## config.mk

```make
export PLATFORM = sky130hd
export DESIGN_NAME = gpio_edge_ctrl
export DESIGN_NICKNAME = d
export VERILOG_FILES = /design/src/rtl/gpio_pkg.sv /design/src/rtl/gpio_port_regs.sv /design/src/rtl/gpio_pin_drive.sv /design/src/rtl/gpio_in_edge.sv /design/src/rtl/gpio_edge_ctrl.sv
export SDC_FILE = /design/constraint.sdc
export NUM_CORES = 1
export LEC_CHECK = 0
export CAP_MARGIN = 20
export CORE_AREA = 2 2 124 126
export CTS_CLUSTER_SIZE = 30
export DETAILED_ROUTE_END_ITERATION = 12
export DIE_AREA = 0 0 126 128
export PLACE_DENSITY = 0.78
export SLEW_MARGIN = 20
export SYNTH_ARGS = -nofsm -noshare
export SYNTH_HDL_FRONTEND = slang
export SYNTH_SLANG_ARGS = --single-unit
```

## constraint.sdc

```tcl
create_clock -name clk -period 3 [get_ports clk]
set_input_delay 0.75 -clock clk [delete_from_list [all_inputs] [get_ports clk]]
set_output_delay 0.75 -clock clk [all_outputs]
set_load 0.02 [all_outputs]
```

## src/rtl/gpio_pkg.sv

```systemverilog
// Shared constants and types for the GPIO port controller.
// Assumes a byte-wide bus with an 8-bit address space.
package gpio_pkg;
    localparam int unsigned ADDR_W = 8;
    localparam int unsigned DATA_W = 8;

    localparam logic [ADDR_W-1:0] A_DATA = 8'h00;  // + port index
    localparam logic [ADDR_W-1:0] A_PULL = 8'h08;  // + port index
    localparam logic [ADDR_W-1:0] A_IEN  = 8'h10;  // + port index
    localparam logic [ADDR_W-1:0] A_ICLR = 8'h18;
    localparam logic [ADDR_W-1:0] A_SINK = 8'h30;  // + port*PORT_W + pin

    typedef enum logic [1:0] {
        PM_SINK   = 2'd0,
        PM_PULLUP = 2'd1,
        PM_HIZ    = 2'd2
    } pin_mode_e;
endpackage

```

## src/rtl/gpio_port_regs.sv

```systemverilog
// Register set of one port: data, pull-up/polarity, interrupt enable and
// per-pin sink codes, plus this port's share of the read mux.
// Assumes PORT_W <= DATA_W and CODE_W <= DATA_W.
module gpio_port_regs
    import gpio_pkg::*;
#(
    parameter int PORT_IDX = 0,
    parameter int PORT_W   = 8,
    parameter int CODE_W   = 4
) (
    input  logic                     clk,
    input  logic                     rst_n,
    input  logic                     wr_en,
    input  logic [ADDR_W-1:0]        addr,
    input  logic [DATA_W-1:0]        wr_data,
    input  logic [PORT_W-1:0]        pins_sync,
    output logic [PORT_W-1:0]        data_q,
    output logic [PORT_W-1:0]        pull_q,
    output logic [PORT_W-1:0]        ien_q,
    output logic [PORT_W*CODE_W-1:0] sink_q,
    output logic [DATA_W-1:0]        rd_val
);
    localparam logic [ADDR_W-1:0] MY_DATA  = A_DATA + ADDR_W'(PORT_IDX);
    localparam logic [ADDR_W-1:0] MY_PULL  = A_PULL + ADDR_W'(PORT_IDX);
    localparam logic [ADDR_W-1:0] MY_IEN   = A_IEN  + ADDR_W'(PORT_IDX);
    localparam logic [ADDR_W-1:0] MY_SINK0 = A_SINK + ADDR_W'(PORT_IDX * PORT_W);

    // Port-wide registers: data, pull-up/polarity and interrupt enable.
    always_ff @(posedge clk) begin
        if (!rst_n) begin
            data_q <= '1;
            pull_q <= '0;
            ien_q  <= '0;
        end else if (wr_en) begin
            if (addr == MY_DATA) data_q <= wr_data[PORT_W-1:0];
            if (addr == MY_PULL) pull_q <= wr_data[PORT_W-1:0];
            if (addr == MY_IEN)  ien_q  <= wr_data[PORT_W-1:0];
        end
    end

    // Per-pin sink codes; only the low CODE_W write bits are kept.
    always_ff @(posedge clk) begin
        if (!rst_n) begin
            sink_q <= '0;
        end else if (wr_en) begin
            for (int n = 0; n < PORT_W; n++) begin
                if (addr == MY_SINK0 + ADDR_W'(n))
                    sink_q[n*CODE_W +: CODE_W] <= wr_data[CODE_W-1:0];
            end
        end
    end

    // Readable registers of this port; write-only ones return zero.
    always_comb begin
        rd_val = '0;
        if (addr == MY_DATA)     rd_val = DATA_W'(pins_sync);
        else if (addr == MY_IEN) rd_val = DATA_W'(ien_q);
    end
endmodule

```

## src/rtl/gpio_pin_drive.sv

```systemverilog
// Pad control encoding for one pin from its data and pull-up bits.
// A low data bit always sinks; the three outputs are mutually exclusive.
module gpio_pin_drive
    import gpio_pkg::*;
(
    input  logic data_bit,
    input  logic pull_bit,
    output logic sink_en,
    output logic pullup_en,
    output logic hiz
);
    pin_mode_e mode;

    // Pick the drive mode from the two configuration bits.
    always_comb begin
        if (!data_bit)     mode = PM_SINK;
        else if (pull_bit) mode = PM_HIZ;
        else               mode = PM_PULLUP;
    end

    // Decode the mode onto the pad control lines.
    always_comb begin
        sink_en   = (mode == PM_SINK);
        pullup_en = (mode == PM_PULLUP);
        hiz       = (mode == PM_HIZ);
    end
endmodule

```

## src/rtl/gpio_in_edge.sv

```systemverilog
// Input synchroniser chain and polarity-selected edge detector.
// Assumes pins idle high; all stages reset to 1 so reset makes no edge.
module gpio_in_edge #(
    parameter int W      = 16,
    parameter int STAGES = 2
) (
    input  logic         clk,
    input  logic         rst_n,
    input  logic [W-1:0] pins_async,
    input  logic [W-1:0] polarity,   // 1: rising, 0: falling
    output logic [W-1:0] pins_sync,
    output logic [W-1:0] edges
);
    logic [W-1:0] chain [STAGES];
    logic [W-1:0] prev_q;

    // Shift the pad levels through the synchroniser stages.
    always_ff @(posedge clk) begin
        if (!rst_n) begin
            for (int s = 0; s < STAGES; s++) chain[s] <= '1;
        end else begin
            chain[0] <= pins_async;
            for (int s = 1; s < STAGES; s++) chain[s] <= chain[s-1];
        end
    end

    assign pins_sync = chain[STAGES-1];

    // Keep the previous synchronised level for edge comparison.
    always_ff @(posedge clk) begin
        if (!rst_n) prev_q <= '1;
        else        prev_q <= pins_sync;
    end

    // Select rising or falling transitions per pin.
    always_comb begin
        edges = (polarity & pins_sync & ~prev_q) | (~polarity & ~pins_sync & prev_q);
    end
endmodule

```

## src/rtl/gpio_edge_ctrl.sv

```systemverilog
// Top of the two-port GPIO controller: register banks per port, pad drive
// per pin, input synchroniser, and the sticky masked interrupt request.
// Assumes single-cycle bus strobes and combinational read data.
module gpio_edge_ctrl
    import gpio_pkg::*;
#(
    parameter int NUM_PORTS   = 2,
    parameter int PORT_W      = 8,
    parameter int CODE_W      = 4,
    parameter int SYNC_STAGES = 2
) (
    input  logic                                   clk,
    input  logic                                   rst_n,
    input  logic [ADDR_W-1:0]                      addr,
    input  logic [DATA_W-1:0]                      wr_data,
    input  logic                                   wr_en,
    input  logic                                   rd_en,
    output logic [DATA_W-1:0]                      rd_data,
    input  logic [NUM_PORTS*PORT_W-1:0]            pin_in,
    output logic [NUM_PORTS*PORT_W-1:0]            sink_en,
    output logic [NUM_PORTS*PORT_W*CODE_W-1:0]     sink_code,
    output logic [NUM_PORTS*PORT_W-1:0]            pullup_en,
    output logic [NUM_PORTS*PORT_W-1:0]            hiz,
    output logic                                   irq
);
    localparam int NPINS = NUM_PORTS * PORT_W;

    logic [NPINS-1:0]  data_all, pull_all, ien_all;
    logic [NPINS-1:0]  pins_sync, edges, edge_hit;
    logic [DATA_W-1:0] rd_vals [NUM_PORTS];
    logic              irq_q;

    for (genvar p = 0; p < NUM_PORTS; p++) begin : g_port
        gpio_port_regs #(
            .PORT_IDX (p),
            .PORT_W   (PORT_W),
            .CODE_W   (CODE_W)
        ) u_regs (
            .clk       (clk),
            .rst_n     (rst_n),
            .wr_en     (wr_en),
            .addr      (addr),
            .wr_data   (wr_data),
            .pins_sync (pins_sync[p*PORT_W +: PORT_W]),
            .data_q    (data_all[p*PORT_W +: PORT_W]),
            .pull_q    (pull_all[p*PORT_W +: PORT_W]),
            .ien_q     (ien_all[p*PORT_W +: PORT_W]),
            .sink_q    (sink_code[p*PORT_W*CODE_W +: PORT_W*CODE_W]),
            .rd_val    (rd_vals[p])
        );
    end

    for (genvar i = 0; i < NPINS; i++) begin : g_pin
        gpio_pin_drive u_drive (
            .data_bit  (data_all[i]),
            .pull_bit  (pull_all[i]),
            .sink_en   (sink_en[i]),
            .pullup_en (pullup_en[i]),
            .hiz       (hiz[i])
        );
    end

    gpio_in_edge #(
        .W      (NPINS),
        .STAGES (SYNC_STAGES)
    ) u_in (
        .clk        (clk),
        .rst_n      (rst_n),
        .pins_async (pin_in),
        .polarity   (pull_all),
        .pins_sync  (pins_sync),
        .edges      (edges)
    );

    assign edge_hit = edges & ien_all;

    // Sticky request: a new edge beats a simultaneous clear.
    always_ff @(posedge clk) begin
        if (!rst_n)                               irq_q <= 1'b0;
        else if (|edge_hit)                       irq_q <= 1'b1;
        else if (wr_en && addr == A_ICLR)         irq_q <= 1'b0;
    end

    assign irq = irq_q;

    // Merge port read values; idle bus reads as zero.
    always_comb begin
        rd_data = '0;
        if (rd_en) begin
            for (int p = 0; p < NUM_PORTS; p++) rd_data = rd_data | rd_vals[p];
        end
    end
endmodule

```

==> flow_summary.yaml, run 1 <==
routing:
  firstDrtPassIters: 5
  drc_errors: 0
  wl_um: 17500
  vias_per_cell: 5.19
  drt.antenna.violating_nets: 0
  routedWlPerCell_um: 16.0
  drt_iter0_markers: 354
  vias: 5655
critical_path:
  critPathCapture: "rd_data[2]"
  regToRegEndpoint: "irq"
  r2r_setup_slack_ns: 1.47
  cp_max_fo: 5
  cp-start-kind: "input port"
  cp.required_ns: 2.25
  cp-end-kind: "output pin"
  path_class: "input port to output pin"
  reg2reg_from: "g_port[0].u_regs.pull_q[2]"
  arrival_ns: 2.23
  ff2ff_path_depth: 4
  startpoint: "addr[2]"
floorplan:
  io_pins: 157
  die-area_um2: 16100
  initial_utilization_pct: 49.0
  fp.coreArea_um2: 14900
  die_w_um: 126
  fp.dieH_um: 128
  fp-row-count: 45
global_routing:
  antenna_found_initial: 0
  grt_overflow: 0
  grt_usage_pct: 22.0
  grt_pass1_vias: 5367
  grt_max_degree: 65
  grt_pass1_wl_um: 27900
pwr:
  p_int_uw: 3550
  seqPwrFrac_pct: 48.5
  vdd_ir_drop_max_v: 0.000433
  clock_power_share_pct: 45.3
  switching_share_pct: 21.0
  p_switching_uw: 943
  power_density_nw_per_um2: 468
  pwr-share-comb_pct: 6.1
  leakage_uw: 0.00383
clock_network:
  cts_tree: "yes"
  clk_latency_ns: 0.42
  cts-root-buf: "clkbuf_16"
  htreeDepth: 4
  max-clock-path-buffers: 2
  path_clk_slew_ns: 0.05
  cts_made_buffers: 17
  cts_sinks: 161
  cts_hold_repair.buffers: 0
sta:
  fin_crit_sh_pct: 99.5
  hold_slack_ns: 0.404
  hold_viol: 0
  post-route-min-period_ns: 2.98
  setup_tns_ns: 0
  fin_skew_ns: 0.00815
  tightest_slew_ns: 0.579
  rsz0062_at_grt: "yes"
  slew_headroom_pct: 61.4
  setup_violations: 0
  fmax_mhz: 335
  finalMaxSlewViolations: 0
yosys:
  syn_nets: 792
  synth_ff_type: "dfxtp_1"
  syn_area_per_cell_um2: 9.64
  synthTopCellsByCount: "dfxtp_1 (161), mux2i_1 (64), nand3_1 (52)"
  ys_seq_area_share_pct: 44.2
  synth-seq-cells: 161
  synth_cells: 756
  synth_cell_types: 40
  yosysTopAreaCellShare_pct: 44.2
  synth-async-reset-ratio_pct: 0
  synth_edf_count: 0
  synth.most_common_cell: "dfxtp_1"
  yosys-top-cells-area: "dfxtp_1 (44%), mux2i_1 (8.8%), buf_4 (5.0%)"
  synth_area_um2: 7290
  yosysWarnings: 0
  yosysTopAreaCell: "dfxtp_1"
outcome:
  run_status: "finished, final reports clean"
finish:
  final_core_util_pct: 64.7
  syn_to_final_growth_pct: 31.9
  drive_above_1_share_pct: 16.3
  final_area_um2: 9610
  final_net_count: 927
  antenna_cells: 0
placement:
  place_congestion: 0.868
  placed_cell_area_um2: 8850
  numPortBuffers: 156
  dp_hpwl_um: 12000
hold_path:
  min_path_type: "register to register"
job:
  max_cap_viol_count: 0
-- routing by layer --
layer	global-route usage (%)	routed length [um]	share of wire, %
met1	27.8	7620	44
met2	36.7	8480	48
met3	4.38	921	5.3
met4	9.70	464	2.7
met5	0	0	0
-- cells by family (layout without fill, tap and decap cells) --
| family | count (synthesis) | in the layout | synth area share [%] |
|---|---|---|---|
| AOI/OAI and AO/OA | 110 | 110 | 9.91 |
| buffers and inverters | 117 | 263 | 9.72 |
| DFF | 161 | 161 | 44.2 |
| muxes | 72 | 72 | 10.0 |
| and+or+nand+nor | 296 | 296 | 26.1 |
-- flip-flops by register name, summed over array words and instances (netlist names) --
name and flops:
g_port.u_regs.data_q 16, g_port.u_regs.sink_q 64, irq 1, u_in.prev_q 16, g_port.u_regs.ien_q 16, u_in.chain 32, g_port.u_regs.pull_q 16
-- worst min path at each step --
stage | end | start | depth (start not counted)
detailed placement | u_in.chain[0][27] | u_in.chain[0][11] | 1
floorplan | u_in.chain[0][16] | u_in.chain[0][0] | 1
finish | u_in.chain[0][31] | u_in.chain[0][15] | 1
CTS | u_in.chain[0][31] | u_in.chain[0][15] | 1
global route | u_in.chain[0][25] | u_in.chain[0][9] | 1
global placement | u_in.chain[0][19] | u_in.chain[0][3] | 1
-- critical path, stage by stage --
cell and delay, ns:
buf_6 0.09, or4_4 0.55, nor3_4 0.29, buf_12 0.17, nand2_4 0.05, a21boi_2 0.17
buf_4 0.16
-- power by group through the flow --
| stage | sequential, uW | combinational [uW] | clock [uW] |
|---|---|---|---|
| final | 2180 | 275 | 2040 |
| after global routing | 2180 | 294 | 2160 |
| after CTS | 2180 | 270 | 2090 |
| after detailed placement | 2230 | 264 | 0 |
| after global placement | 2230 | 261 | 0 |
| after floorplan | 2220 | 157 | 0 |
-- layout by cell type (no fill, tap or decap), types with 3 or more instances in the layout --
cell             count
clkinv_2             3
and4b_1              4
a21boi_2             5
a21boi_1            22
nor3b_1             13
nor4_4               9
nand3_1             50
nor4_1               3
nand3_2              3
buf_6               10
dfxtp_1            161
nand2_2              3
buf_4               55
clkbuf_1             5
nand2_1             34
clkbuf_16           17
a22oi_1              6
nor4bb_1             4
and2_1              18
o21ai_0             44
a21boi_4             3
clkdlybuf4s50_1    139
nand2_4              5
mux2_2               8
nor2b_1             51
and3b_1             12
mux2i_1             64
a21boi_0            26
nor2_1              17
nand2b_1            51
buf_12               4
nand4_1              7
inv_1               19
-- per-stage QoR --
step	std cells	total power, uW	setup slack, ns
2_1_floorplan	756	2380	0.0696
3_3_place_gp	1045	2490	-0.715
3_5_place_dp	1045	2490	-0.740
4_1_cts	1089	4540	-0.0532
5_1_grt	1090	4640	-0.0152
6_report	1090	4500	0.0160
-- layout make-up --
type / count / area, um^2
clock inverters: 6 / 82.6
multi-input cells: 478 / 3490
repair buffers: 214 / 2040
inverters: 19 / 71.3
flip-flops and latches: 161 / 3220
clock buffers: 24 / 472
well taps: 188 / 235
fillers: 1212 / 5250
-- timing repair --
action | CTS | global route
setup buffers | 13 | 2
resized for setup | 77 | 21
endpoints found under the setup margin | 8 | 13
pin swaps | 12 | 13
cloned | 1 | 0
No activity file was read; power rests on OpenSTA's default activity.
==> inputs of run 2 (changes only) <==
--- a/config.mk
+++ b/config.mk
@@ -11,6 +11,7 @@
 export DETAILED_ROUTE_END_ITERATION = 12
 export DIE_AREA = 0 0 126 128
 export PLACE_DENSITY = 0.78
+export SETUP_SLACK_MARGIN = 0.1
 export SLEW_MARGIN = 20
 export SYNTH_ARGS = -nofsm -noshare
 export SYNTH_HDL_FRONTEND = slang
==> run 2 against run 1 <==
  * Clock-buffer cell count shrank 6
  * Clock skew shrank 0.0024 ns
  * Maximum frequency rose by 3.4%
  * Hold slack got worse by 0.0041 ns
  * Core utilization rose by 0.17 points
  * Clock power is 8% higher
  * Critical path depth unchanged
  * Critical path type unchanged
==> flow_summary.yaml, run 2 (synthesized netlist as in run 1, its figures left out) <==
outcome:
  run_status: "finished, final reports clean"
routing:
  drt.antenna.violating_nets: 0
  drc_errors: 0
  vias: 5601
  routedWlPerCell_um: 16.2
  firstDrtPassIters: 4
  wl_um: 17500
  vias_per_cell: 5.21
  drt_iter0_markers: 399
critical_path:
  r2r_setup_slack_ns: 1.42
  ff2ff_path_depth: 4
  cp_max_fo: 8
  cp_top_family: "simple AND/OR/NAND/NOR gates"
  critPathSlowestCell: "or4_4"
  path_class: "input port to output pin"
  worstPathCellList: "buf_6 > or4_4 > nor3_4 > buf_12 > nand2_4 > a21boi_4 > buf_6"
  reg2reg_from: "g_port[0].u_regs.pull_q[2]"
  arrival_ns: 2.14
  max_stage_delay_ns: 0.55
  crit_top_cell: "buf_6"
  regToRegEndpoint: "irq"
  cp-start-kind: "input port"
  cp-end-kind: "output pin"
  critPathBufInv: 3
  cp.required_ns: 2.25
clock_network:
  cts_sinks: 161
  htreeDepth: 4
  cts_tree: "yes"
  max-clock-path-buffers: 2
  cts_hold_repair.buffers: 0
  path_clk_slew_ns: 0.06
  cts_made_buffers: 17
  clk_latency_ns: 0.43
  cts-root-buf: "clkbuf_16"
finish:
  fillCellCount: 1226
  regMostFlops: "g_port.u_regs.sink_q"
  final_cell_mix: "dfxtp_1 (161), clkdlybuf4s50_1 (139), mux2i_1 (64), nand3_1 (52)"
  syn_to_final_growth_pct: 32.3
  layout_commonest_cell: "dfxtp_1"
  final_area_um2: 9640
  final_net_count: 912
  final-seq-area_um2: 3220
  final_cells: 1076
  largest_register_ffs: 64
  multiInputGateArea_um2: 3550
  antenna_cells: 0
  drive_above_1_share_pct: 15.9
  top_regs: "g_port.u_regs.sink_q x64, u_in.chain x32"
sta:
  fin_crit_sh_pct: 96.2
  setup_violations: 0
  post-route-min-period_ns: 2.89
  finalMaxSlewViolations: 0
  fin_skew_ns: 0.00572
  hold_viol: 0
  slew_headroom_pct: 62.1
  tightest_slew_ns: 0.568
  rsz0062_at_grt: "yes"
  fmax_mhz: 346
global_routing:
  grt_usage_pct: 21.9
  grt_max_degree: 62
  grt_pass1_wl_um: 27700
  grt_pass1_vias: 5103
  antenna_found_initial: 0
  grt_overflow: 0
hold_path:
  min_to: "u_in.chain[0][17]"
  worstHoldStart: "u_in.chain[0][1]"
  min_path_type: "register to register"
  whs_path_depth: 1
placement:
  place_congestion: 0.856
  placed_cell_area_um2: 8880
  numPortBuffers: 156
  dp.cells: 1040
  dp_hpwl_um: 11900
floorplan:
  initial_utilization_pct: 49.0
  die_w_um: 126
  die-area_um2: 16100
  fp-row-count: 45
  io_pins: 157
  fp.coreArea_um2: 14900
  fp.dieH_um: 128
pwr:
  vdd_ir_drop_max_v: 0.000487
  leakage_uw: 0.00386
  total_power_uw: 4650
  power_density_nw_per_um2: 482
job:
  max_cap_viol_count: 0
-- run 2: cell types whose count changed in the layout (fill, tap and decap cells not counted), sizes merged --
| cell | delta |
|---|---|
| clkbuf | -4 |
| bufbuf | +1 |
| dlygate4sd2 | -2 |
| buf | -15 |
| bufinv | +1 |
| inv | +2 |
| clkdlybuf4s15 | -1 |
| clkinv | +4 |
-- run 2: per-layer routing --
layer  global-route usage, %  wire, um  part of all wire, %
met1                    29.2      7940                   45
met3                    5.05       814                  4.7
met4                    8.27       352                  2.0
met2                    34.7      8370                   48
met5                       0         0                    0
-- run 2: per-stage QoR --
step / setup TNS [ns] / util, % / setup slack (ns) / hold slack [ns]
floorplan: 0 / - / 0.103 / 0.386
global placement: -5.54 / 59.7 / -0.706 / 0.387
CTS: 0 / 64.5 / 0.0243 / 0.402
finish: 0 / 64.8 / 0.114 / 0.400
global route: 0 / 64.8 / 0.0627 / 0.413
detailed placement: -5.69 / 59.7 / -0.735 / 0.391
-- run 2: where the power goes --
part           internal (uW)  switching, uW  total [uW]
Sequential              2170           15.6        2180
Combinational            129            143         272
Clock                   1330            870        2200
Total                   3620           1030        4650
-- run 2: final cells by class --
type | instances | share of cell area [%]
Multi-Input combinational cell | 478 | 36.9
Sequential cell | 161 | 33.4
Timing Repair Buffer | 199 | 20.3
Clock buffer | 18 | 4.56
Tap cell | 188 | 2.44
Clock inverter | 13 | 1.67
Inverter | 19 | 0.740
-- run 2: how the worst max path moves through the flow --
stage	from	slack, ns	cells past startpoint	endpoint
2_1_floorplan	addr[0]	0.10	7	rd_data[2]
3_3_place_gp	addr[3]	-0.71	7	rd_data[2]
3_5_place_dp	addr[3]	-0.74	7	rd_data[2]
4_1_cts	addr[6]	0.02	8	rd_data[7]
5_1_grt	addr[1]	0.06	7	rd_data[1]
6_report	addr[1]	0.11	7	rd_data[7]
-- run 2: repair_timing --
item / 4_1_cts / 5_1_grt
gates cloned: 1 / 0
setup buffers: 2 / 2
gates resized for setup: 90 / 15
pin swaps: 13 / 20
endpoints found under the setup margin: 8 / 8
==> inputs of run 3 (changes only) <==
--- a/config.mk
+++ b/config.mk
@@ -6,13 +6,14 @@
 export NUM_CORES = 1
 export LEC_CHECK = 0
 export CAP_MARGIN = 20
-export CORE_AREA = 2 2 124 126
+export CORE_AREA = 2 2 121 123
 export CTS_CLUSTER_SIZE = 30
 export DETAILED_ROUTE_END_ITERATION = 12
-export DIE_AREA = 0 0 126 128
-export PLACE_DENSITY = 0.78
+export DIE_AREA = 0 0 123 125
+export PLACE_DENSITY = 0.79
 export SETUP_SLACK_MARGIN = 0.1
-export SLEW_MARGIN = 20
+export SLEW_MARGIN = 10
 export SYNTH_ARGS = -nofsm -noshare
 export SYNTH_HDL_FRONTEND = slang
+export SYNTH_HIERARCHICAL = 1
 export SYNTH_SLANG_ARGS = --single-unit
==> run 3 against run 2 <==
  * Clock-buffer cell count is 1 higher
  * Clock power is 5% lower
  * Global-route usage is 2.4 points higher
  * First-iteration DRC count is 3.3% lower
  * Largest cell class unchanged
  * Sequential share of layout area is 1.2 points higher
  * Synthesized cell count is 6.1% lower
  * Via count hardly changed
  * Combinational power hardly changed
  * Hold slack better by 0.0059 ns
  * Largest power group is now registers
==> flow_summary.yaml, run 3 <==
critical_path:
  startpoint: "addr[3]"
  crit_cells: 7
  reg2reg_from: "g_port[0].u_regs/pull_q[0]"
  cp_max_fo: 8
  cp_top_family: "buffers and inverters"
  regToRegEndpoint: "irq"
  cp-end-kind: "output pin"
  arrival_ns: 2.09
  cp-start-kind: "input port"
  ff2ff_path_depth: 6
  critPathBufInv: 3
  critPathCapture: "rd_data[3]"
  path_class: "input port to output pin"
  worstPathCellList: "dlygate4sd2_1 > nor4b_4 > nand2_2 > buf_6 > nor2_1 > o21a_1 > buf_4"
  critPathSlowestCell: "nor4b_4"
  cp.required_ns: 2.25
  max_stage_delay_ns: 0.33
  r2r_setup_slack_ns: 1.35
pwr:
  leakage_uw: 0.00416
  total_power_uw: 4540
  power_density_nw_per_um2: 488
  p_int_uw: 3480
  p_switching_uw: 1060
  vdd_ir_drop_max_v: 0.000336
  seqPwrFrac_pct: 48.1
  clock_power_share_pct: 45.9
  pwr-share-comb_pct: 6.0
  switching_share_pct: 23.4
yosys:
  syn_area_per_cell_um2: 9.80
  yosysWarnings: 6
  synth-seq-cells: 161
  synth_area_um2: 6960
  yosysTopAreaCell: "dfxtp_1"
  synth-async-reset-ratio_pct: 0
  syn_nets: 746
  yosys-top-cells-area: "dfxtp_1 (46%), mux2i_1 (16%), nand2_1 (6.9%)"
  synth_cell_types: 48
  yosysTopAreaCellShare_pct: 46.3
  synth_edf_count: 0
  ys_seq_area_share_pct: 46.3
  synth.most_common_cell: "dfxtp_1"
  synth_ff_type: "dfxtp_1"
  synth_cells: 710
  synthTopCellsByCount: "dfxtp_1 (161), nand2_1 (127), mux2i_1 (112)"
sta:
  hold_viol: 0
  fin_skew_ns: 0.0119
  tightest_slew_ns: 0.541
  fmax_mhz: 352
  post-route-min-period_ns: 2.84
  rsz0062_at_grt: "yes"
  finalMaxSlewViolations: 0
  slew_headroom_pct: 64.0
  setup_violations: 0
  fin_crit_sh_pct: 94.7
finish:
  top_regs: "g_port.u_regs/sink_q x64, u_in/chain x32"
  drive_above_1_share_pct: 15.4
  layout_commonest_cell: "dfxtp_1"
  fillCellCount: 1120
  antenna_cells: 0
  final_cell_mix: "dfxtp_1 (161), clkdlybuf4s50_1 (139), nand2_1 (126), mux2i_1 (111), nand2b_1 (64)"
  largest_register_ffs: 64
  final_net_count: 904
  final_area_um2: 9300
  regMostFlops: "g_port.u_regs/sink_q"
  syn_to_final_growth_pct: 33.6
  final_core_util_pct: 65.5
global_routing:
  grt_pass1_vias: 5652
  grt_pass1_wl_um: 29100
  grt_overflow: 0
  busiest_layer: "met2"
  antenna_found_initial: 0
  met1_usage_pct: 31.4
  use_met3_pct: 4.24
  grt_usage_pct: 24.3
  grt_max_degree: 46
  grtUsageMet2_pct: 39.2
routing:
  drc_errors: 0
  vias_per_cell: 5.26
  routedWlPerCell_um: 17.2
  wl_um: 18300
  drt.antenna.violating_nets: 0
  drt_iter0_markers: 386
  vias: 5604
  firstDrtPassIters: 5
placement:
  numPortBuffers: 156
  dp_hpwl_um: 13100
  place_congestion: 0.945
  placed_cell_area_um2: 8650
clock_network:
  max-clock-path-buffers: 2
  cts_sinks: 161
  path_clk_slew_ns: 0.06
  cts_made_buffers: 17
  cts-root-buf: "clkbuf_16"
  cts_tree: "yes"
  cts_hold_repair.buffers: 0
  htreeDepth: 4
  clk_latency_ns: 0.42
floorplan:
  initial_utilization_pct: 49.0
  fp-row-count: 44
  die_w_um: 123
  io_pins: 157
  fp.coreArea_um2: 14200
  fp.dieH_um: 125
  die-area_um2: 15400
hold_path:
  min_path_type: "register to register"
outcome:
  run_status: "finished, final reports clean"
job:
  max_cap_viol_count: 0
==> run 3: cell types whose count changed after synthesis, sizes merged, moves of 36 or more <==
cell	before	now
a21boi	56	0
buf	69	33
mux2i	64	112
nand2	42	131
nand3	53	11
nor2b	51	0
o21ai	44	0
==> run 3: worst min path at each step <==
stage                      start                 to  cells after the start
6_report        u_in/chain[0][6]  u_in/chain[0][22]                      1
5_1_grt         u_in/chain[0][6]  u_in/chain[0][22]                      1
4_1_cts         u_in/chain[0][6]  u_in/chain[0][22]                      1
3_5_place_dp   u_in/chain[0][13]  u_in/chain[0][29]                      1
3_3_place_gp   u_in/chain[0][11]  u_in/chain[0][27]                      1
2_1_floorplan   u_in/chain[0][0]  u_in/chain[0][16]                      1
==> run 3: layer usage <==
metal / vias to the layer above / routed length [um]
met5: - / 0
met4: 0 / 655
met3: 44 / 1010
met2: 208 / 8780
met1: 2658 / 7820
li1: 2694 / -
==> run 3: cell families after synthesis <==
group	after synthesis	synth area share [%]
and+or+nand+nor	301	25.3
muxes	112	16.1
AOI/OAI and AO/OA	50	5.25
buffers and inverters	86	7.01
DFF	161	46.3
==> run 3: timing repair <==
| item | CTS | global route |
|---|---|---|
| setup endpoints to repair | 8 | 7 |
| buffers inserted | 1 | 1 |
| pin swaps | 4 | 0 |
| gates cloned | 0 | 1 |
| resized for setup | 53 | 3 |
==> run 3: final cells by class <==
type / count / area (um^2) / share of cell area, %
Clock buffer: 19 / 453 / 4.87
Clock inverter: 13 / 128 / 1.37
Inverter: 33 / 124 / 1.33
Multi-Input combinational cell: 463 / 3310 / 35.6
Sequential cell: 161 / 3220 / 34.7
Tap cell: 184 / 230 / 2.48
Timing Repair Buffer: 192 / 1830 / 19.7
==> run 3: stage by stage <==
step | instances | TNS [ns] | hold slack (ns) | setup slack, ns
floorplan | 710 | 0 | 0.386 | 0.454
global placement | 1030 | -3.95 | 0.388 | -0.501
detailed placement | 1030 | -4.64 | 0.394 | -0.578
CTS | 1063 | 0 | 0.409 | 0.117
global route | 1065 | 0 | 0.420 | 0.103
finish | 1065 | 0 | 0.406 | 0.158
==> run 3: worst register-to-register path, cell delays in order, from the launching register on <==
cell and delay [ns]:
dfxtp_1 0.46, nand2b_1 0.15, o22ai_1 0.07, a22o_1 0.23, a221oi_1 0.23, nand3_1 0.15, o31a_1 0.25
==> run 3: power groups by stage <==
stage / Clock, uW / Sequential (uW) / Combinational, uW
finish: 2080 / 2180 / 272
global route: 2210 / 2190 / 290
CTS: 2110 / 2180 / 261
detailed placement: 0 / 2230 / 258
global placement: 0 / 2230 / 253
floorplan: 0 / 2220 / 150
